**config.mk**
```make
export PLATFORM = sky130hd
export DESIGN_NAME = irq_dispatch
export DESIGN_NICKNAME = d
export VERILOG_FILES = /design/src/rtl/irq_dispatch.sv
export SDC_FILE = /design/constraint.sdc
export NUM_CORES = 1
export LEC_CHECK = 0
export ABC_AREA = 1
export BUFFER_PORTS_ARGS = -buffer_cell sky130_fd_sc_hd__buf_2
export CAP_MARGIN = 40
export CORE_ASPECT_RATIO = 0.6
export CORE_MARGIN = 5
export CORE_UTILIZATION = 54
export CTS_BUF_LIST = sky130_fd_sc_hd__clkbuf_4 sky130_fd_sc_hd__clkbuf_8 sky130_fd_sc_hd__clkbuf_16
export CTS_CLUSTER_DIAMETER = 150
export DETAILED_ROUTE_END_ITERATION = 7
export MAX_ROUTING_LAYER = met4
export PLACE_DENSITY = 0.87
export SLEW_MARGIN = 10
export SYNTH_ARGS = -nofsm -noshare
export SYNTH_HDL_FRONTEND = slang
export SYNTH_SLANG_ARGS = --single-unit
export TNS_END_PERCENT = 1
```
**constraint.sdc**
```tcl
create_clock -name clk -period 4.3 [get_ports clk]
set_input_delay 1.075 -clock clk [delete_from_list [all_inputs] [get_ports clk]]
set_output_delay 1.075 -clock clk [all_outputs]
set_load 0.02 [all_outputs]
```
**src/rtl/irq_dispatch.sv**
```systemverilog
module irq_dispatch #(
  parameter int AW      = 16,
  parameter int DW      = 16,
  parameter int VW      = 5,
  parameter int NMI_VEC = 1
) (
  input  logic          clk,
  input  logic          rst_n,
  input  logic          req_valid,
  input  logic [VW-1:0] req_vec,
  input  logic          nmi_n,
  input  logic          nmi_en,
  input  logic          ret_stb,
  input  logic          isp_wr,
  input  logic [AW-1:0] isp_wdata,
  input  logic [AW-1:0] intbase,
  input  logic [DW-1:0] pc_in,
  input  logic [DW-1:0] psr_in,
  output logic [DW-1:0] pc_out,
  output logic [DW-1:0] psr_out,
  output logic          pc_load,
  output logic          psr_load,
  output logic [AW-1:0] mem_addr,
  output logic          mem_re,
  output logic          mem_we,
  output logic [DW-1:0] mem_wdata,
  input  logic [DW-1:0] mem_rdata,
  output logic          busy,
  output logic [AW-1:0] isp_out
);

  localparam logic [AW-1:0] WSTEP = AW'(DW / 8);
  localparam logic [AW-1:0] FRAME = AW'(2 * (DW / 8));

  typedef enum logic [2:0] {
    S_IDLE, S_FETCH, S_PUSH_PC, S_PUSH_PSR, S_LOAD_PC, S_POP_PSR, S_POP_PC, S_RET_LOAD
  } st_t;

  st_t           st;
  logic [VW-1:0] vec_q;
  logic [DW-1:0] pc_q, psr_q, tgt_q;
  logic [AW-1:0] isp_q;
  logic          nmi_s1, nmi_s2, nmi_prev, nmi_pend;

  wire idle     = (st == S_IDLE);
  wire nmi_fall = nmi_prev & ~nmi_s2;
  wire nmi_live = nmi_pend & nmi_en;
  wire open_gap = idle & ~isp_wr;
  wire nmi_go   = open_gap & nmi_live;
  wire req_go   = open_gap & ~nmi_live & req_valid;
  wire ret_go   = open_gap & ~nmi_live & ~req_valid & ret_stb;

  wire [AW-1:0] tbl_addr = intbase + AW'({vec_q, 1'b0});

  assign busy     = ~idle;
  assign isp_out  = isp_q;
  assign pc_load  = (st == S_LOAD_PC) | (st == S_RET_LOAD);
  assign psr_load = (st == S_RET_LOAD);
  assign pc_out   = (st == S_RET_LOAD) ? mem_rdata : tgt_q;
  assign psr_out  = psr_q;

  always_comb begin
    mem_re    = 1'b0;
    mem_we    = 1'b0;
    mem_addr  = '0;
    mem_wdata = '0;
    unique case (st)
      S_FETCH:    begin mem_re = 1'b1; mem_addr = tbl_addr; end
      S_PUSH_PC:  begin mem_we = 1'b1; mem_addr = isp_q - WSTEP; mem_wdata = pc_q; end
      S_PUSH_PSR: begin mem_we = 1'b1; mem_addr = isp_q - FRAME; mem_wdata = psr_q; end
      S_POP_PSR:  begin mem_re = 1'b1; mem_addr = isp_q; end
      S_POP_PC:   begin mem_re = 1'b1; mem_addr = isp_q + WSTEP; end
      default:    ;
    endcase
  end

  always_ff @(posedge clk or negedge rst_n) begin
    if (!rst_n) begin
      nmi_s1   <= 1'b1;
      nmi_s2   <= 1'b1;
      nmi_prev <= 1'b1;
      nmi_pend <= 1'b0;
    end else begin
      nmi_s1   <= nmi_n;
      nmi_s2   <= nmi_s1;
      nmi_prev <= nmi_s2;
      if (!nmi_en)       nmi_pend <= 1'b0;
      else if (nmi_fall) nmi_pend <= 1'b1;
      else if (nmi_go)   nmi_pend <= 1'b0;
    end
  end

  always_ff @(posedge clk or negedge rst_n) begin
    if (!rst_n) begin
      st    <= S_IDLE;
      vec_q <= '0;
      pc_q  <= '0;
      psr_q <= '0;
      tgt_q <= '0;
      isp_q <= '0;
    end else begin
      unique case (st)
        S_IDLE: begin
          if (isp_wr) isp_q <= isp_wdata;
          if (nmi_go || req_go) begin
            vec_q <= nmi_go ? VW'(NMI_VEC) : req_vec;
            pc_q  <= pc_in;
            psr_q <= psr_in;
            st    <= S_FETCH;
          end else if (ret_go) begin
            st <= S_POP_PSR;
          end
        end
        S_FETCH:    st <= S_PUSH_PC;
        S_PUSH_PC:  begin tgt_q <= mem_rdata; st <= S_PUSH_PSR; end
        S_PUSH_PSR: begin isp_q <= isp_q - FRAME; st <= S_LOAD_PC; end
        S_LOAD_PC:  st <= S_IDLE;
        S_POP_PSR:  st <= S_POP_PC;
        S_POP_PC:   begin psr_q <= mem_rdata; st <= S_RET_LOAD; end
        S_RET_LOAD: begin isp_q <= isp_q + FRAME; st <= S_IDLE; end
        default:    st <= S_IDLE;
      endcase
    end
  end

endmodule

```
**Yosys cells after proc, flatten, opt, wreduce, memory -nomap -nowiden**

Index checks and enable logic that the tools add are counted.

- Input port bits: 92
- Output and inout port bits: 85
- Register bits after elaboration: 76
- Logic and storage cells: 66

- Bitwise gates (word level): 14
- $add $sub $neg: 5
- Multiplexer cells: 16
- Equal/unequal tests: 11
- Reduce and logical (&&, ||, !) cells: 10

Operators with widths:

| operator | count |
|---|---|
| case mux 16 bit (5 select lines) | 1 |
| case mux 16 bit (2 select lines) | 2 |
| two-way mux 16 bit | 3 |
| case mux 16 bit (3 select lines) | 1 |
| case mux 3 bit (7 select lines) | 1 |
| adder 16 x 2 -> 16 bit (second input constant) | 1 |
| adder 16 x 3 -> 16 bit (second input constant) | 1 |
| adder 16 x 6 -> 16 bit | 1 |
| subtractor 16 x 2 -> 16 bit (second input constant) | 1 |
| subtractor 16 x 3 -> 16 bit (second input constant) | 1 |
| equality test 3 bit (second input constant) | 4 |
| bitwise AND 1 bit | 8 |
| equality test 3 x 2 -> 1 bit (second input constant) | 2 |
| two-way mux 3 bit | 2 |
| inequality test 3 x 1 -> 1 bit (second input constant) | 2 |
| AND reduction 2 bit | 3 |
| two-way mux 1 bit | 5 |
| two-way mux 5 bit | 1 |
| inverter 1 bit | 5 |
| OR reduction 2 bit | 2 |
| equality test 3 x 1 -> 1 bit (second input constant) | 1 |
| zero test 3 bit | 1 |
| nonzero test 3 bit | 1 |
| OR reduction 3 bit | 1 |
| 5 further kinds | 5 |

**Depth between registers and ports, before layout**

Gate-level depths: netlist (run 1).

- Depth in word-level cells: 8
- Gate-level depth with buffers: 15
- Mapped depth without buffers: 13

**Least setup slack after synthesis (run 1)**

OpenSTA, ideal clock, no wires.

- Path kind: reg2out
- From: reg st[0]
- To: out mem_addr[7]
- Data arrival time: 2499 ps
- Cell stages (with the launch flop): 14
- Data required time: 3225 ps
- Setup slack: 726 ps
- Buffers on the path: 2
- Cells stage by stage: dfrtp_1 > inv_1 > ha_1 > buf_2 > nand2_2 > buf_2 > ha_1 > nand2_1 > inv_1 > nand2_1 > nand3_1 > or2_2 > nand3_1 > nand3b_1

- Cells in the longest elaborated chain, start to end: 2
- Elaborated cells on any way between the ends: 6

Ends and longest elaborated chain:

| item | line | source |
|---|---|---|
| start, declared | 39 | `st_t st;` |
| start signal, assigned | 95 | `st <= S_IDLE;` |
| start signal, assigned | 109 | `st <= S_FETCH;` |
| start signal, assigned | 111 | `st <= S_POP_PSR;` |
| equality test 3 bit, or another cell as far along | 67 | `unique case (st)` |
| case mux 16 bit (5 select lines) (*) | 67 |  |
| end, declared | 23 | `output logic [AW-1:0] mem_addr,` |

Every way passes the cells marked *; elsewhere a longest branch is shown, timed or not.

**Final worst setup path (run 1)**

- From: reg st[0]
- To: out mem_addr[14]

The elaborated chain is that of the path after synthesis.

==> results of run 1 <==
-- critical path, delay by kind of cell, from the launching register on --
family,cells,cell delay (ps)
fa+ha+maj,2,700
simple gates,6,700
flops,1,420
compound gates,2,470
buf+inv,2,270
-- cell usage in the layout, fill, tap and decap left out, types with 2 or more instances in the layout --
cell and n:
nand2_1 318, buf_2 175, inv_1 100, nand3_1 92, dfrtp_1 73, o21ai_0 63, nor2_1 61, a21oi_1 26
ha_1 26, a32o_1 16, nand3_2 13, nand4_1 12, nand3b_1 11, o211ai_2 11, clkbuf_16 9, o211ai_1 8
buf_4 8, inv_2 7, o21ai_1 7, nor2_2 5, nor3_1 3, or2_2 3, clkinv_2 3, dfstp_2 3
nand2_2 2, and2_1 2, o2111ai_1 2, nand2_4 2, a22oi_1 2, fa_1 2, bufinv_16 2
-- cells by family after synthesis --
group,Yosys count
buffers and inverters,146
adders and majority gates,28
AOI/OAI and AO/OA,142
and+or+nand+nor,528
DFF,76
muxes,1
xor gates and xnor gates,2
-- registers in the layout, indices dropped and copies added, names as in the netlist --
name	flops
isp_out	16
pc_q	16
psr_out	16
tgt_q	16
vec_q	5
st	3
nmi_pend	1
nmi_prev	1
nmi_s1	1
nmi_s2	1
-- metrics by stage --
| step | setup WS [ps] | std cells |
|---|---|---|
| floorplan | 726 | 923 |
| global placement | 502 | 1214 |
| detailed placement | 454 | 1215 |
| CTS | 387 | 1231 |
| global route | 103 | 1231 |
| finish | 334 | 1231 |
-- layer usage --
layer  up-vias  part of all wire  global-route usage
li1       3342                 -                   -
met1      3171              0.47               0.452
met2       390              0.39               0.396
met3        16              0.13              0.0807
met4         0            0.0089              0.0423
met5         -                 0                   -
-- worst max-delay path by stage --
| stage | start | slack, ps | to | cells past startpoint |
|---|---|---|---|---|
| after floorplan | st[0]$_DFFE_PN0P_ | 730 | mem_addr[7] | 13 |
| after global placement | intbase[1] | 500 | mem_addr[15] | 12 |
| after detailed placement | intbase[1] | 450 | mem_addr[15] | 12 |
| after CTS | st[0]$_DFFE_PN0P_ | 390 | mem_addr[15] | 12 |
| after global routing | st[0]$_DFFE_PN0P_ | 100 | mem_addr[15] | 12 |
| final | st[0]$_DFFE_PN0P_ | 330 | mem_addr[14] | 12 |
-- power breakdown --
part / internal [µW] / switching [µW] / total (µW)
clock: 516 / 294 / 810
sequential: 1060 / 400 / 1460
combinational: 1440 / 3030 / 4470
total: 3020 / 3720 / 6740
-- layout make-up --
cell class | count | share of cell area
timing repair buffer | 184 | 0.130
inverter | 110 | 0.0560
sequential | 76 | 0.256
tap | 144 | 0.0242
clock inverter | 6 | 0.0118
multi-input combinational | 701 | 0.491
clock buffer | 10 | 0.0313
==> impl_metrics.toml, run 1 <==
[run_status]
outcome = "finished, final reports clean"

[global_routing]
grt_pass1_vias = 6265
grt_pass1_wl_mm = 32.0
overflow = 0
antenna_found_initial = 0
track_usage = 0.296
grt_max_degree = 55

[yosys]
synthArstFlopShare = 1.00
synth_top_family_by_area = "simple AND/OR/NAND/NOR gates"
synth_fp_nets = 1043
synth.area.mux_share = 0.00182
synth_edf_count = 0
synth_area_leaders = "dfrtp_1 30%, nand2_1 19%, nand3_1 7.4%"
synth_seq_area_share = 0.308
synth-main-ff-cell = "dfrtp_1"
synthSimpleGateAreaFrac = 0.376
synth_top_area_frac = 0.295
synth_xor_xnor_area_share = 0.00283
synthAdderAreaFrac = 0.0591
synth_area_per_cell_um2 = 6.70
synthDistinctLibCells = 51
synthesis.area_um2 = 6190
synth_compound_area_frac = 0.150
yosysMostFrequentCell = "nand2_1"
ys_warn_count = 0
synth_area_leader_cell = "dfrtp_1"
ys_seq_elements = 76
synth.cells.most_frequent = "318 x nand2_1, 100 x inv_1, 92 x nand3_1"
syn_inst = 923

[worst_setup_path]
slowest_delay_ps = 510
reg2regPathDepth = 8
r2r_slack_ps = 1760
worst_r2r_endpoint = "isp_out[0]$_DFFE_PN0P_"
worstPathArrival_ps = 2890
worstPathRequired_ps = 3220
crit_fanout = 18
r2r_start = "st[0]$_DFFE_PN0P_"
crit_top_cell = "nand2_1"
critPathSlowestCell = "ha_1"
critPathLaunchType = "register"
worstSetupEndpointType = "output pin"
crit_type = "register to output pin"
worstPathCellList = "inv_1, ha_1, nand2_2, ha_1, a21oi_1, nand2_1, a21oi_1, nand2_1, nand2_1, nand3_1, nand2_1, buf_2"

[floorplanning]
io_pins = 177
row_count = 30
initial_core_util = 0.549
die_w_um = 148
coreArea_um2 = 11300
die_h_um = 92.9
dieArea_um2 = 13800

[sta]
clock_skew_ps = 8.93
finalHoldViolCount = 0
fin_crit_ps = 3970
min_period_over_period = 0.922
tightest_slew_ps = 693
hold_ws_ps = 358
drv_slew = 0
relSlewSlack = 0.538
final.setup.tns_ps = 0
max_freq_ghz = 0.252
grt_setup_unrepaired = "false"
finalSetupViolCount = 0

[cells_and_area]
multi_input_area_um2 = 3650
drive_gt1_frac = 0.234
finalInstanceArea_um2 = 7440
antenna-diode-count = 0
regArea_um2 = 1910
area_delta_synth_final_pct = 20.2
nFillCells = 1049
layout.nets = 1202
fin_util = 0.660

[cts]
cts_root_buf = "clkbuf_16"
clk-insertion-delay-late_ps = 320
ctsResizeCount = 0
cts_tree = "yes"
ctsHoldBuffers = 0
clock-sinks = 76
path_clk_slew_ps = 60
h-tree-depth = 3
post_cts_buffers = 0
clk_path_buf_depth = 2
numCtsBuffers = 9

[job]
maxCapViolCount = 0

[placement]
postPlaceCellArea_um2 = 7120
place.gp.congestion = 0.977
dp_hpwl_mm = 16.0
io_buffers = 176

[power_and_ir_drop]
p_leak_uw = 0.00408
vdd_ir_drop_max_mv = 0.404
powerDensity_nw_per_um2 = 907
total_power_uw = 6740

[route]
vias_per_cell = 5.62
drt_iter0_markers = 614
detail_route.first_pass.iterations = 5
antenna_left = 0
num_vias = 6919
wl_per_cell_um = 16.7
post-route-drc-count = 0
routed_wl_mm = 20.5

[worst_hold_path]
whs_path_depth = 0
hp-start = "nmi_s1$_DFF_PN1_"
hold_end = "nmi_s2$_DFF_PN1_"
holdCritPathClass = "register to register"
Power figures use the tool's default switching activity.
==> inputs of run 2 (changes only) <==
- BUFFER_PORTS_ARGS: -buffer_cell sky130_fd_sc_hd__buf_2 -> default
- CORE_UTILIZATION: 54 -> 65
- DONT_BUFFER_PORTS: default -> 1
- PLACE_DENSITY: 0.87 -> 0.85
==> impl_metrics.toml, run 2 (same netlist as run 1, synthesis figures left out) <==
[run_status]
outcome = "finished, final reports clean"

[sta]
finalHoldViolCount = 0
tightest_slew_ps = 876
final.setup.tns_ps = 0
drv_slew = 0
grt_setup_unrepaired = "false"
max_freq_ghz = 0.252
finalSetupViolCount = 0
fin_crit_ps = 3970
clock_skew_ps = 6.42
relSlewSlack = 0.415
min_period_over_period = 0.923

[route]
antenna_left = 0
vias_per_cell = 6.09
drt_iter0_markers = 890
wl_per_cell_um = 19.1
post-route-drc-count = 0
num_vias = 6371
routed_wl_mm = 20.0
detail_route.first_pass.iterations = 7

[worst_setup_path]
critPathLaunchType = "register"
r2r_slack_ps = 1590
endpoint = "mem_addr[14]"
crit_fanout = 18
worst_r2r_endpoint = "isp_out[7]$_DFFE_PN0P_"
worstSetupEndpointType = "output pin"
crit_type = "register to output pin"
worstPathArrival_ps = 2900
worstPathRequired_ps = 3220
r2r_start = "st[0]$_DFFE_PN0P_"
startpoint = "st[0]$_DFFE_PN0P_"
reg2regPathDepth = 7

[global_routing]
grt_pass1_vias = 5744
track_usage = 0.350
grt_max_degree = 77
overflow = 0
grt_pass1_wl_mm = 30.8
antenna_found_initial = 0

[floorplanning]
dieArea_um2 = 11600
coreArea_um2 = 9220
die_h_um = 85.6
io_pins = 177
die_w_um = 136
initial_core_util = 0.671
row_count = 27

[power_and_ir_drop]
p_sw_uw = 3630
powerDensity_nw_per_um2 = 969
vdd_ir_drop_max_mv = 0.449
clockPowerShare = 0.131
p_leak_uw = 0.00334
p_int_uw = 2720
pwr-share-comb = 0.603
sw_frac_of_total = 0.572
seq_power_share = 0.266

[cells_and_area]
layout.nets = 1031
layout_common_cells = "318 x nand2_1, 100 x inv_1, 92 x nand3_1, 73 x dfrtp_1, 63 x o21ai_0"
area_delta_synth_final_pct = 5.99
final_common_cell = "nand2_1"
instances_no_fill = 1046
drive_gt1_frac = 0.0906
antenna-diode-count = 0

[cts]
clk_path_buf_depth = 2
ctsHoldBuffers = 0
cts_tree = "yes"
path_clk_slew_ps = 60
numCtsBuffers = 9
clock-sinks = 76
post_cts_buffers = 0
h-tree-depth = 3
clk-insertion-delay-late_ps = 330
cts_root_buf = "clkbuf_16"
ctsResizeCount = 0

[placement]
dp_hpwl_mm = 15.3
io_buffers = 0
dp.cells = 1030
place.gp.congestion = 1.00

[job]
maxCapViolCount = 0

[worst_hold_path]
holdCritPathClass = "register to register"
run 2: cell types whose count changed in the layout (fill, tap and decap cells not counted), sizes merged:
cell	change
buf	-171
inv	+1
clkinvlp	+2
clkbuf	-1
clkinv	-2
run 2: worst min-delay path by stage:
stage                       end  slack (ps)             start  cells after the start
2_1_floorplan  nmi_s2$_DFF_PN1_         350  nmi_s1$_DFF_PN1_                      0
3_3_place_gp   nmi_s2$_DFF_PN1_         350  nmi_s1$_DFF_PN1_                      0
3_5_place_dp   nmi_s2$_DFF_PN1_         350  nmi_s1$_DFF_PN1_                      0
4_1_cts        nmi_s2$_DFF_PN1_         360  nmi_s1$_DFF_PN1_                      0
5_1_grt        nmi_s2$_DFF_PN1_         360  nmi_s1$_DFF_PN1_                      0
6_report       nmi_s2$_DFF_PN1_         360  nmi_s1$_DFF_PN1_                      0
run 2: power groups by stage:
| stage | registers [µW] | clock network, µW | logic [µW] |
|---|---|---|---|
| finish | 1690 | 829 | 3830 |
| global placement | 1670 | 0 | 3620 |
| floorplan | 1470 | 0 | 3040 |
| CTS | 1670 | 828 | 3760 |
| detailed placement | 1680 | 0 | 3730 |
| global route | 1720 | 863 | 4240 |
run 2: worst max-delay path, cell delays in order, from the launching register on:
cell and delay, ps:
dfrtp_1 410, inv_1 90, ha_1 180, nand2_2 300
ha_1 510, nand2_1 130, nand3_1 220, nand2_1 120
nand2_1 140, nand2_1 110, nand2_1 50, nand2_1 50
nand3_1 60, nand2_1 190
run 2: metrics by stage:
step	setup WS (ps)	utilization	hold WS (ps)	instance area [µm²]	power, µW
after detailed placement	583	0.676	352	6230	5410
final	329	0.711	356	6560	6350
after global routing	165	0.711	363	6560	6830
after global placement	639	0.676	348	6230	5280
after floorplan	726	-	345	6190	4510
after CTS	388	0.711	358	6560	6260
run 2: layer usage:
| metal | track usage | up-vias | wire, µm |
|---|---|---|---|
| li1 | - | 3002 | - |
| met1 | 0.515 | 2900 | 8640 |
| met2 | 0.486 | 437 | 8250 |
| met3 | 0.0961 | 32 | 2780 |
| met4 | 0.0622 | 0 | 294 |
| met5 | - | - | 0 |
run 2: cell type report:
type	count	area (µm²)
multi-input combinational	701	3650
fill	802	2670
sequential	76	1910
inverter	110	417
clock buffer	9	225
tap	130	163
clock inverter	7	97.6
timing repair buffer	13	97.6
==> inputs of run 3 (changes only) <==
- RECOVER_POWER: default -> 100
- SETUP_SLACK_MARGIN: default -> 0.02
==> impl_metrics.toml, run 3 (same netlist as run 1, synthesis figures left out) <==
[cts]
ctsHoldBuffers = 0
clk_path_buf_depth = 2
cts_tree = "yes"
post_cts_buffers = 0
cts_root_buf = "clkbuf_16"
path_clk_slew_ps = 60
numCtsBuffers = 9
clock-sinks = 76
ctsResizeCount = 0
h-tree-depth = 3
clk-insertion-delay-late_ps = 330

[route]
drt_iter0_markers = 902
routed_wl_mm = 20.0
detail_route.first_pass.iterations = 6
antenna_left = 0
post-route-drc-count = 0
vias_per_cell = 6.16
num_vias = 6440
wl_per_cell_um = 19.1

[cells_and_area]
regArea_um2 = 1910
antenna-diode-count = 0
area_delta_synth_final_pct = 4.03
layout_common_cells = "320 x nand2_1, 105 x inv_1, 92 x nand3_1, 73 x dfrtp_1, 68 x o21ai_0"
multi_input_area_um2 = 3560
instances_no_fill = 1046
finalInstanceArea_um2 = 6430
layout.nets = 1031
final_common_cell = "nand2_1"
drive_gt1_frac = 0.0611
nFillCells = 825

[power_and_ir_drop]
p_leak_uw = 0.00324
p_sw_uw = 3590
seq_power_share = 0.269
powerDensity_nw_per_um2 = 972
pwr-share-comb = 0.599
clockPowerShare = 0.132
vdd_ir_drop_max_mv = 0.430
sw_frac_of_total = 0.574
p_int_uw = 2670

[global_routing]
antenna_found_initial = 0
grt_max_degree = 77
overflow = 0
grt_pass1_wl_mm = 30.8
grt_pass1_vias = 5744
track_usage = 0.350

[floorplanning]
die_h_um = 85.6
coreArea_um2 = 9220
die_w_um = 136
dieArea_um2 = 11600
initial_core_util = 0.671
row_count = 27
io_pins = 177

[placement]
dp_hpwl_mm = 15.3
place.gp.congestion = 1.00
dp.cells = 1030
preCtsSetupSlack_ps = 583
io_buffers = 0
postPlaceCellArea_um2 = 6230

[sta]
fin_crit_ps = 4000
finalSetupViolCount = 0
tightest_slew_ps = 1780
max_freq_ghz = 0.250
clock_skew_ps = 5.25
min_period_over_period = 0.929
final.setup.tns_ps = 0
drv_slew = 15
finalHoldViolCount = 0
setup_ws_ps = 303
relSlewSlack = -0.199
grt_setup_unrepaired = "false"
hold_ws_ps = 363

[worst_setup_path]
crit_fanout = 18
worstPathRequired_ps = 3220
worstSetupEndpointType = "output pin"
worstPathArrival_ps = 2920
crit_type = "register to output pin"
critPathLaunchType = "register"

[job]
maxCapViolCount = 1

[worst_hold_path]
holdCritPathClass = "register to register"

[run_status]
violations = "max-capacitance violations, max-slew violations"
outcome = "finished, violations left"
run 3: per-stage QoR:
step / power, µW / util
after global placement: 5280 / 0.676
after global routing: 6730 / 0.698
after floorplan: 4510 / -
final: 6250 / 0.698
after detailed placement: 5410 / 0.676
after CTS: 6260 / 0.711
run 3: area by class of cell:
cell class / count / share of cell area
Clock inverter: 7 / 0.0152
Sequential cell: 76 / 0.296
Timing Repair Buffer: 13 / 0.0113
Tap cell: 130 / 0.0253
Inverter: 110 / 0.0644
Multi-Input combinational cell: 701 / 0.553
Clock buffer: 9 / 0.0350
run 3: worst max-delay path: stages (launching register included):
cell and delay [ps]:
dfrtp_1 390, inv_1 80, ha_1 220, nand2_2 350
inv_1 190, fa_1 400, inv_1 170, nand3_1 90
nand3_1 180, nand3_1 150, nand4_1 100, nand3_1 80
nand2_1 210
run 3: per-layer routing:
| metal | GRT usage | vias to the layer above | wire length (µm) |
|---|---|---|---|
| met4 | 0.0622 | 0 | 347 |
| met3 | 0.0961 | 43 | 2740 |
| li1 | - | 2990 | - |
| met2 | 0.486 | 445 | 8220 |
| met1 | 0.515 | 2962 | 8690 |
| met5 | - | - | 0 |
run 3: worst paths after layout:
kind	cells after the start	end	slack, ps	start
max	12	mem_addr[13]	300	st[0]$_DFFE_PN0P_
min	0	nmi_s2$_DFF_PN1_	360	nmi_s1$_DFF_PN1_
max reg2reg	8	isp_out[0]$_DFFE_PN0P_	470	st[0]$_DFFE_PN0P_
min reg2reg	0	nmi_s2$_DFF_PN1_	360	nmi_s1$_DFF_PN1_
max in group asynchronous	0	nmi_s1$_DFF_PN1_	3640	rst_n
min in group asynchronous	0	isp_out[10]$_DFFE_PN0P_	440	rst_n
run 3: power by group through the flow:
| stage | Combinational [µW] | Sequential [µW] | Clock [µW] |
|---|---|---|---|
| after floorplan | 3040 | 1470 | 0 |
| after global placement | 3620 | 1670 | 0 |
| after detailed placement | 3730 | 1680 | 0 |
| after CTS | 3760 | 1670 | 828 |
| after global routing | 4150 | 1720 | 863 |
| final | 3750 | 1680 | 825 |
